### src/rtl/wdog_pkg.sv
package wdog_pkg;
  localparam int unsigned REG_W  = 8;
  localparam int unsigned PS_W   = 3;
  localparam int unsigned EN_BIT = 7;
  localparam int unsigned CLR_BIT = 5;

  typedef struct packed {
    logic            en;
    logic [PS_W-1:0] ps;
  } wdog_ctrl_t;
endpackage

### src/rtl/wdog_ctrl_reg.sv
module wdog_ctrl_reg
  import wdog_pkg::*;
(
  input  logic             clk_i,
  input  logic             rst_ni,
  input  logic             wr_i,
  input  logic [REG_W-1:0] wdata_i,
  input  logic             ovf_i,
  input  logic             pulse_i,
  output wdog_ctrl_t       ctrl_o,
  output logic             clr_o,
  output logic [REG_W-1:0] rdata_o
);
  wdog_ctrl_t ctrl_q;
  logic       wr_ok;
  logic       unused_rsvd;

  assign unused_rsvd = ^{wdata_i[6], wdata_i[4:3]};
  assign wr_ok  = wr_i && !pulse_i;
  assign clr_o  = wr_ok && wdata_i[CLR_BIT];
  assign ctrl_o = ctrl_q;

  always_ff @(posedge clk_i or negedge rst_ni) begin
    if (!rst_ni) begin
      ctrl_q <= '0;
    end else if (ovf_i || pulse_i) begin
      ctrl_q.en <= 1'b0;  // divider select survives a watchdog reset
    end else if (wr_ok) begin
      ctrl_q.en <= wdata_i[EN_BIT];
      ctrl_q.ps <= wdata_i[PS_W-1:0];
    end
  end

  always_comb begin
    rdata_o             = '0;
    rdata_o[EN_BIT]     = ctrl_q.en;
    rdata_o[PS_W-1:0]   = ctrl_q.ps;
  end

  // no register change while the reset request is active
  a_r9_locked_in_pulse: assert property (@(posedge clk_i) disable iff (!rst_ni)
    pulse_i |=> $stable(ctrl_q.ps) && !ctrl_q.en);
endmodule

### src/rtl/wdog_prescaler.sv
module wdog_prescaler #(
  parameter int unsigned PS_W = 3,
  localparam int unsigned PRE_W = 2 ** PS_W
) (
  input  logic            clk_i,
  input  logic            rst_ni,
  input  logic            en_i,
  input  logic            clr_i,
  input  logic [PS_W-1:0] ps_i,
  output logic            tick_o
);
  logic [PRE_W-1:0] pre_q;
  logic [PRE_W:0]   mask_w;
  logic [PRE_W-1:0] mask;

  // divide by 2^(ps+1): tick when the low ps+1 bits are all ones
  assign mask_w = ({{PRE_W{1'b0}}, 1'b1} << ({1'b0, ps_i} + 1'b1)) - 1'b1;
  assign mask   = mask_w[PRE_W-1:0];
  assign tick_o = en_i && ((pre_q & mask) == mask);

  always_ff @(posedge clk_i or negedge rst_ni) begin
    if (!rst_ni)              pre_q <= '0;
    else if (!en_i || clr_i)  pre_q <= '0;
    else                      pre_q <= pre_q + 1'b1;
  end

  // a clear restarts the divider, so no tick the next cycle
  a_r7_clr_restarts_div: assert property (@(posedge clk_i) disable iff (!rst_ni)
    clr_i |=> !tick_o);
  // divider stays parked while disabled
  a_r3_div_parked: assert property (@(posedge clk_i) disable iff (!rst_ni)
    !en_i |=> pre_q == '0);
endmodule

### src/rtl/wdog_counter.sv
module wdog_counter #(
  parameter int unsigned CNT_W = 16
) (
  input  logic clk_i,
  input  logic rst_ni,
  input  logic tick_i,
  input  logic clr_i,
  input  logic hold_i,
  output logic ovf_o
);
  logic [CNT_W-1:0] cnt_q;

  // clear wins over a simultaneous wrap
  assign ovf_o = tick_i && (&cnt_q) && !clr_i && !hold_i;

  always_ff @(posedge clk_i or negedge rst_ni) begin
    if (!rst_ni)               cnt_q <= '0;
    else if (clr_i || hold_i)  cnt_q <= '0;
    else if (tick_i)           cnt_q <= cnt_q + 1'b1;
  end

  a_r7_clear_zeroes: assert property (@(posedge clk_i) disable iff (!rst_ni)
    clr_i |=> cnt_q == '0);
  a_r3_hold_between_ticks: assert property (@(posedge clk_i) disable iff (!rst_ni)
    !tick_i && !clr_i && !hold_i |=> $stable(cnt_q));
  a_r6_zero_after_ovf: assert property (@(posedge clk_i) disable iff (!rst_ni)
    ovf_o |=> cnt_q == '0);
endmodule

### src/rtl/wdog_pulse.sv
module wdog_pulse #(
  parameter int unsigned PULSE_CYC = 4,
  localparam int unsigned PW = $clog2(PULSE_CYC + 1)
) (
  input  logic clk_i,
  input  logic rst_ni,
  input  logic ovf_i,
  output logic rst_o
);
  logic [PW-1:0] left_q;

  assign rst_o = left_q != '0;

  always_ff @(posedge clk_i or negedge rst_ni) begin
    if (!rst_ni)      left_q <= '0;
    else if (ovf_i)   left_q <= PW'(PULSE_CYC);
    else if (rst_o)   left_q <= left_q - 1'b1;
  end

  a_r5_rise_needs_ovf: assert property (@(posedge clk_i) disable iff (!rst_ni)
    $rose(rst_o) |-> $past(ovf_i));
  a_r5_ovf_starts_pulse: assert property (@(posedge clk_i) disable iff (!rst_ni)
    ovf_i |=> rst_o);
endmodule

### src/rtl/wdog_timer.sv
module wdog_timer
  import wdog_pkg::*;
#(
  parameter int unsigned CNT_W     = 16,
  parameter int unsigned PULSE_CYC = 4
) (
  input  logic             clk_i,
  input  logic             rst_ni,
  input  logic             sel_i,
  input  logic             we_i,
  input  logic [REG_W-1:0] wdata_i,
  output logic [REG_W-1:0] rdata_o,
  output logic             wdt_rst_o
);
  wdog_ctrl_t ctrl;
  logic       clr, tick, ovf, wr;

  assign wr = sel_i && we_i;

  wdog_ctrl_reg u_ctrl (
    .clk_i, .rst_ni, .wr_i(wr), .wdata_i, .ovf_i(ovf), .pulse_i(wdt_rst_o),
    .ctrl_o(ctrl), .clr_o(clr), .rdata_o
  );

  wdog_prescaler #(.PS_W(PS_W)) u_div (
    .clk_i, .rst_ni, .en_i(ctrl.en), .clr_i(clr), .ps_i(ctrl.ps), .tick_o(tick)
  );

  wdog_counter #(.CNT_W(CNT_W)) u_cnt (
    .clk_i, .rst_ni, .tick_i(tick), .clr_i(clr), .hold_i(wdt_rst_o), .ovf_o(ovf)
  );

  wdog_pulse #(.PULSE_CYC(PULSE_CYC)) u_pls (
    .clk_i, .rst_ni, .ovf_i(ovf), .rst_o(wdt_rst_o)
  );

  a_r2_rsvd_zero: assert property (@(posedge clk_i) disable iff (!rst_ni)
    rdata_o[6:3] == 4'b0);
  a_r6_en_off_in_pulse: assert property (@(posedge clk_i) disable iff (!rst_ni)
    wdt_rst_o |-> !rdata_o[EN_BIT]);
  a_r6_ps_kept: assert property (@(posedge clk_i) disable iff (!rst_ni)
    $rose(wdt_rst_o) |-> $stable(rdata_o[PS_W-1:0]));
  a_r8_clear_wins: assert property (@(posedge clk_i) disable iff (!rst_ni)
    wr && wdata_i[CLR_BIT] && !wdt_rst_o |=> !$rose(wdt_rst_o));
  a_r10_no_write_no_change: assert property (@(posedge clk_i) disable iff (!rst_ni)
    !wr && !ovf && !wdt_rst_o |=> $stable(rdata_o));
endmodule

### config.mk
export PLATFORM = sky130hd
export DESIGN_NAME = wdog_timer
export DESIGN_NICKNAME = d
export VERILOG_FILES = /design/src/rtl/wdog_pkg.sv /design/src/rtl/wdog_ctrl_reg.sv /design/src/rtl/wdog_prescaler.sv /design/src/rtl/wdog_counter.sv /design/src/rtl/wdog_pulse.sv /design/src/rtl/wdog_timer.sv
export SDC_FILE = /design/constraint.sdc
export NUM_CORES = 1
export LEC_CHECK = 0
export BUFFER_PORTS_ARGS = -buffer_cell sky130_fd_sc_hd__buf_4
export CELL_PAD_IN_SITES_DETAIL_PLACEMENT = 0
export CELL_PAD_IN_SITES_GLOBAL_PLACEMENT = 2
export CORE_AREA = 4 4 81 83
export DETAILED_ROUTE_END_ITERATION = 16
export DIE_AREA = 0 0 85 87
export PLACE_DENSITY_LB_ADDON = 0.1
export SLEW_MARGIN = 20
export SYNTH_ARGS = -nofsm -noshare
export SYNTH_HDL_FRONTEND = slang
export SYNTH_SLANG_ARGS = --single-unit
### constraint.sdc
create_clock -name clk_i -period 2.7 [get_ports clk_i]
set_clock_uncertainty 0.2 [all_clocks]
set_input_delay 0.54 -clock clk_i [delete_from_list [all_inputs] [get_ports clk_i]]
set_output_delay 0.54 -clock clk_i [all_outputs]
set_load 0.05 [all_outputs]
==> flow_summary.json <==
{
  "cts_root_buffer": "clkbuf_8",
  "path_cells": "nor2_2 -> nand2_1 -> ha_1 -> o211a_1 -> o311a_2 -> o221ai_4 -> or4_4 -> a31o_2",
  "cap_violations": 0,
  "ff2ff_path_depth": 8,
  "placementRows": 28,
  "die_w_um": 85,
  "syn-instance-count": 192,
  "synth-main-ff-cell": "dfrtp_1",
  "grt_pass1_wl_mm": 7.355,
  "status": "finished with violations",
  "layout_min_cycle_time_ns": 2.531,
  "n_antenna_cell": 0,
  "cp_slowest_cell": "or4_4",
  "post_cts_resized": 0,
  "arrival_ns": 2.49,
  "violations": "hold timing",
  "drtAntennaViolNets": 0,
  "r2r_end": "u_pls.left_q[0]",
  "clk_path_buf_depth": 2,
  "cpPeakStageDelay_ns": 0.58,
  "finalWirelength_mm": 4.239,
  "overflow": 0,
  "crit_required_ns": 2.66,
  "detail_route.vias_per_cell": 5.312,
  "yosysWarnings": 0,
  "synth_edf_count": 0,
  "slew_violations": 0,
  "rrSetupSlack_ns": 0.17,
  "final_common_cell": "dfrtp_1",
  "cts_buffers": 5,
  "nets": 228,
  "postCtsHoldBufs": 0,
  "cts_tree": "built",
  "dieArea_mm2": 0.007395,
  "slew_headroom": 0.5828,
  "leakage_nw": 0.9444,
  "hold_violations": 4,
  "drive_above_1_share": 0.2333,
  "fin_ws_ns": 0.1689,
  "finalSetupViolCount": 0,
  "p_per_area_mw_per_mm2": 500.6,
  "syn_to_final_growth_pct": 13.20,
  "drc": 0,
  "worstReg2RegStart": "u_ctrl.ctrl_o[1]",
  "vias": 1514,
  "crit_path_end_kind": "flip-flop",
  "critPathKind": "reg2reg",
  "clkTransAtPathRegs_ns": 0.07,
  "hold_path_class": "in2async",
  "yosysSeqAreaShare": 0.4071,
  "tightest_slew_ns": 0.6252,
  "fill_cells": 601,
  "fin_tns_setup_ns": 0,
  "cp_max_fo": 4,
  "initial_core_util": 0.3257,
  "ir_drop_uv": 233.8,
  "post-place-ws_ns": 0.1281,
  "synth_cell_types": 45,
  "num_io_pins": 21,
  "syn-mean-instance-area_um2": 9.925,
  "core-area_mm2": 0.005851,
  "clock_latency_ns": 0.28,
  "drt-pass1-iter-count": 4,
  "synth_area_mm2": 0.001906,
  "seqCellArea_um2": 779.5,
  "track_usage": 0.1253,
  "cp-start-kind": "flip-flop",
  "whs_ns": -0.001777,
  "ys_ff_latch": 31,
  "cts.sinks": 31,
  "grt_max_degree": 32,
  "mostFrequentLayoutCells": "28 x dfrtp_1, 22 x buf_4, 16 x a21oi_1",
  "h-tree-depth": 2,
  "wl_per_cell_um": 14.87,
  "drtIter0Drc": 83,
  "rsz0062_at_grt": "false",
  "gp_congestion": 0.7790,
  "port_buffers": 13,
  "multi_input_area_mm2": 0.001012,
  "synthArstFlopShare": 1.000,
  "die_h_um": 87,
  "grt_pass1_vias": 1565,
  "finalCritPeriodShare": 0.9374,
  "antenna_found_initial": 0,
  "post-cts-setup-buffer-count": 0,
  "fmax_mhz": 395.1,
  "dp.final_hpwl_mm": 3.070
}
-- final cells by class --
| class | instances | area share |
|---|---|---|
| multi-input cells | 144 | 0.4693 |
| flip-flops and latches | 31 | 0.3614 |
| repair buffers | 23 | 0.08179 |
| well taps | 75 | 0.04350 |
| clock buffers | 6 | 0.03364 |
| inverters | 6 | 0.01044 |
-- cells by family (layout without fill, tap and decap cells) --
kind of cell               count (synthesis)  after routing  synth area share
and+or+nand+nor                           77             77            0.2390
buffers and inverters                     20             35           0.06894
other                                      2              5          0.003941
muxes                                      5              5           0.03480
DFF                                       31             31            0.4071
AOI/OAI and AO/OA                         45             45            0.1773
adders and majority gates                  5              5           0.03283
xor gates and xnor gates                   7              7           0.03612
-- flip-flops by register name, indices dropped and copies added, names as in the netlist --
name / flops
u_cnt.cnt_q: 16
u_div.pre_q: 8
u_ctrl.ctrl_o: 4
u_pls.left_q: 3
-- worst max-delay path: cells and delay by family (launching register included) --
| family | cells | cell delay, ns |
|---|---|---|
| simple gates | 3 | 0.78 |
| flops | 1 | 0.41 |
| fa+ha+maj | 1 | 0.27 |
| compound gates | 4 | 0.76 |
-- cell usage after synthesis (2+ instances only) --
| library cell | n | area share |
|---|---|---|
| nor2_1 | 14 | 0.028 |
| nand3_1 | 14 | 0.037 |
| buf_4 | 8 | 0.032 |
| dfrtp_1 | 31 | 0.41 |
| buf_6 | 3 | 0.018 |
| or3_1 | 3 | 0.0099 |
| nand2_1 | 12 | 0.024 |
| nand4_1 | 2 | 0.0066 |
| a21oi_1 | 16 | 0.042 |
| inv_1 | 6 | 0.012 |
| o31ai_1 | 13 | 0.051 |
| or4_1 | 13 | 0.051 |
| and3_1 | 8 | 0.026 |
| o21a_1 | 2 | 0.0079 |
| buf_2 | 3 | 0.0079 |
| o21ai_0 | 4 | 0.011 |
| mux2_4 | 3 | 0.024 |
| xor2_1 | 5 | 0.023 |
| conb_1 | 2 | 0.0039 |
| ha_1 | 5 | 0.033 |
-- per-layer routing --
| layer | track usage | routed length (µm) |
|---|---|---|
| met1 | 0.1439 | 1894 |
| met2 | 0.2295 | 2121 |
| met3 | 0.02933 | 167 |
| met4 | 0.03885 | 55 |
| met5 | 0 | 0 |
-- where the power goes --
group	internal, W	switching, W
combinational	0.0000856	0.000152
sequential	0.000484	0.0000224
clock	0.000172	0.000164
total	0.000741	0.000339
-- worst max path at each step --
stage,from,to,slack [ns],depth (start not counted)
floorplan,u_ctrl.ctrl_o[1],u_pls.left_q[0],0.003,9
global placement,u_ctrl.ctrl_o[1],u_cnt.cnt_q[3],0.15,9
detailed placement,u_ctrl.ctrl_o[1],u_cnt.cnt_q[3],0.13,9
CTS,u_ctrl.ctrl_o[1],u_cnt.cnt_q[3],0.10,9
global route,u_ctrl.ctrl_o[1],u_cnt.cnt_q[3],0.03,9
finish,u_ctrl.ctrl_o[1],u_pls.left_q[0],0.17,8
-- stage by stage --
step / power, W / cell area [µm²] / util / instances / hold slack [ns]
6_report: 0.001080 / 2157 / 0.3687 / 285 / -0.001777
5_1_grt: 0.001139 / 2157 / 0.3687 / 285 / 0.02865
4_1_cts: 0.001097 / 2151 / 0.3676 / 285 / 0.008732
3_5_place_dp: 0.0007551 / 2078 / 0.3552 / 279 / 0.2904
3_3_place_gp: 0.0007480 / 2078 / 0.3552 / 279 / 0.2849
2_1_floorplan: 0.0006931 / 1924 / - / 195 / 0.04441
Power figures use the tool's default switching activity.
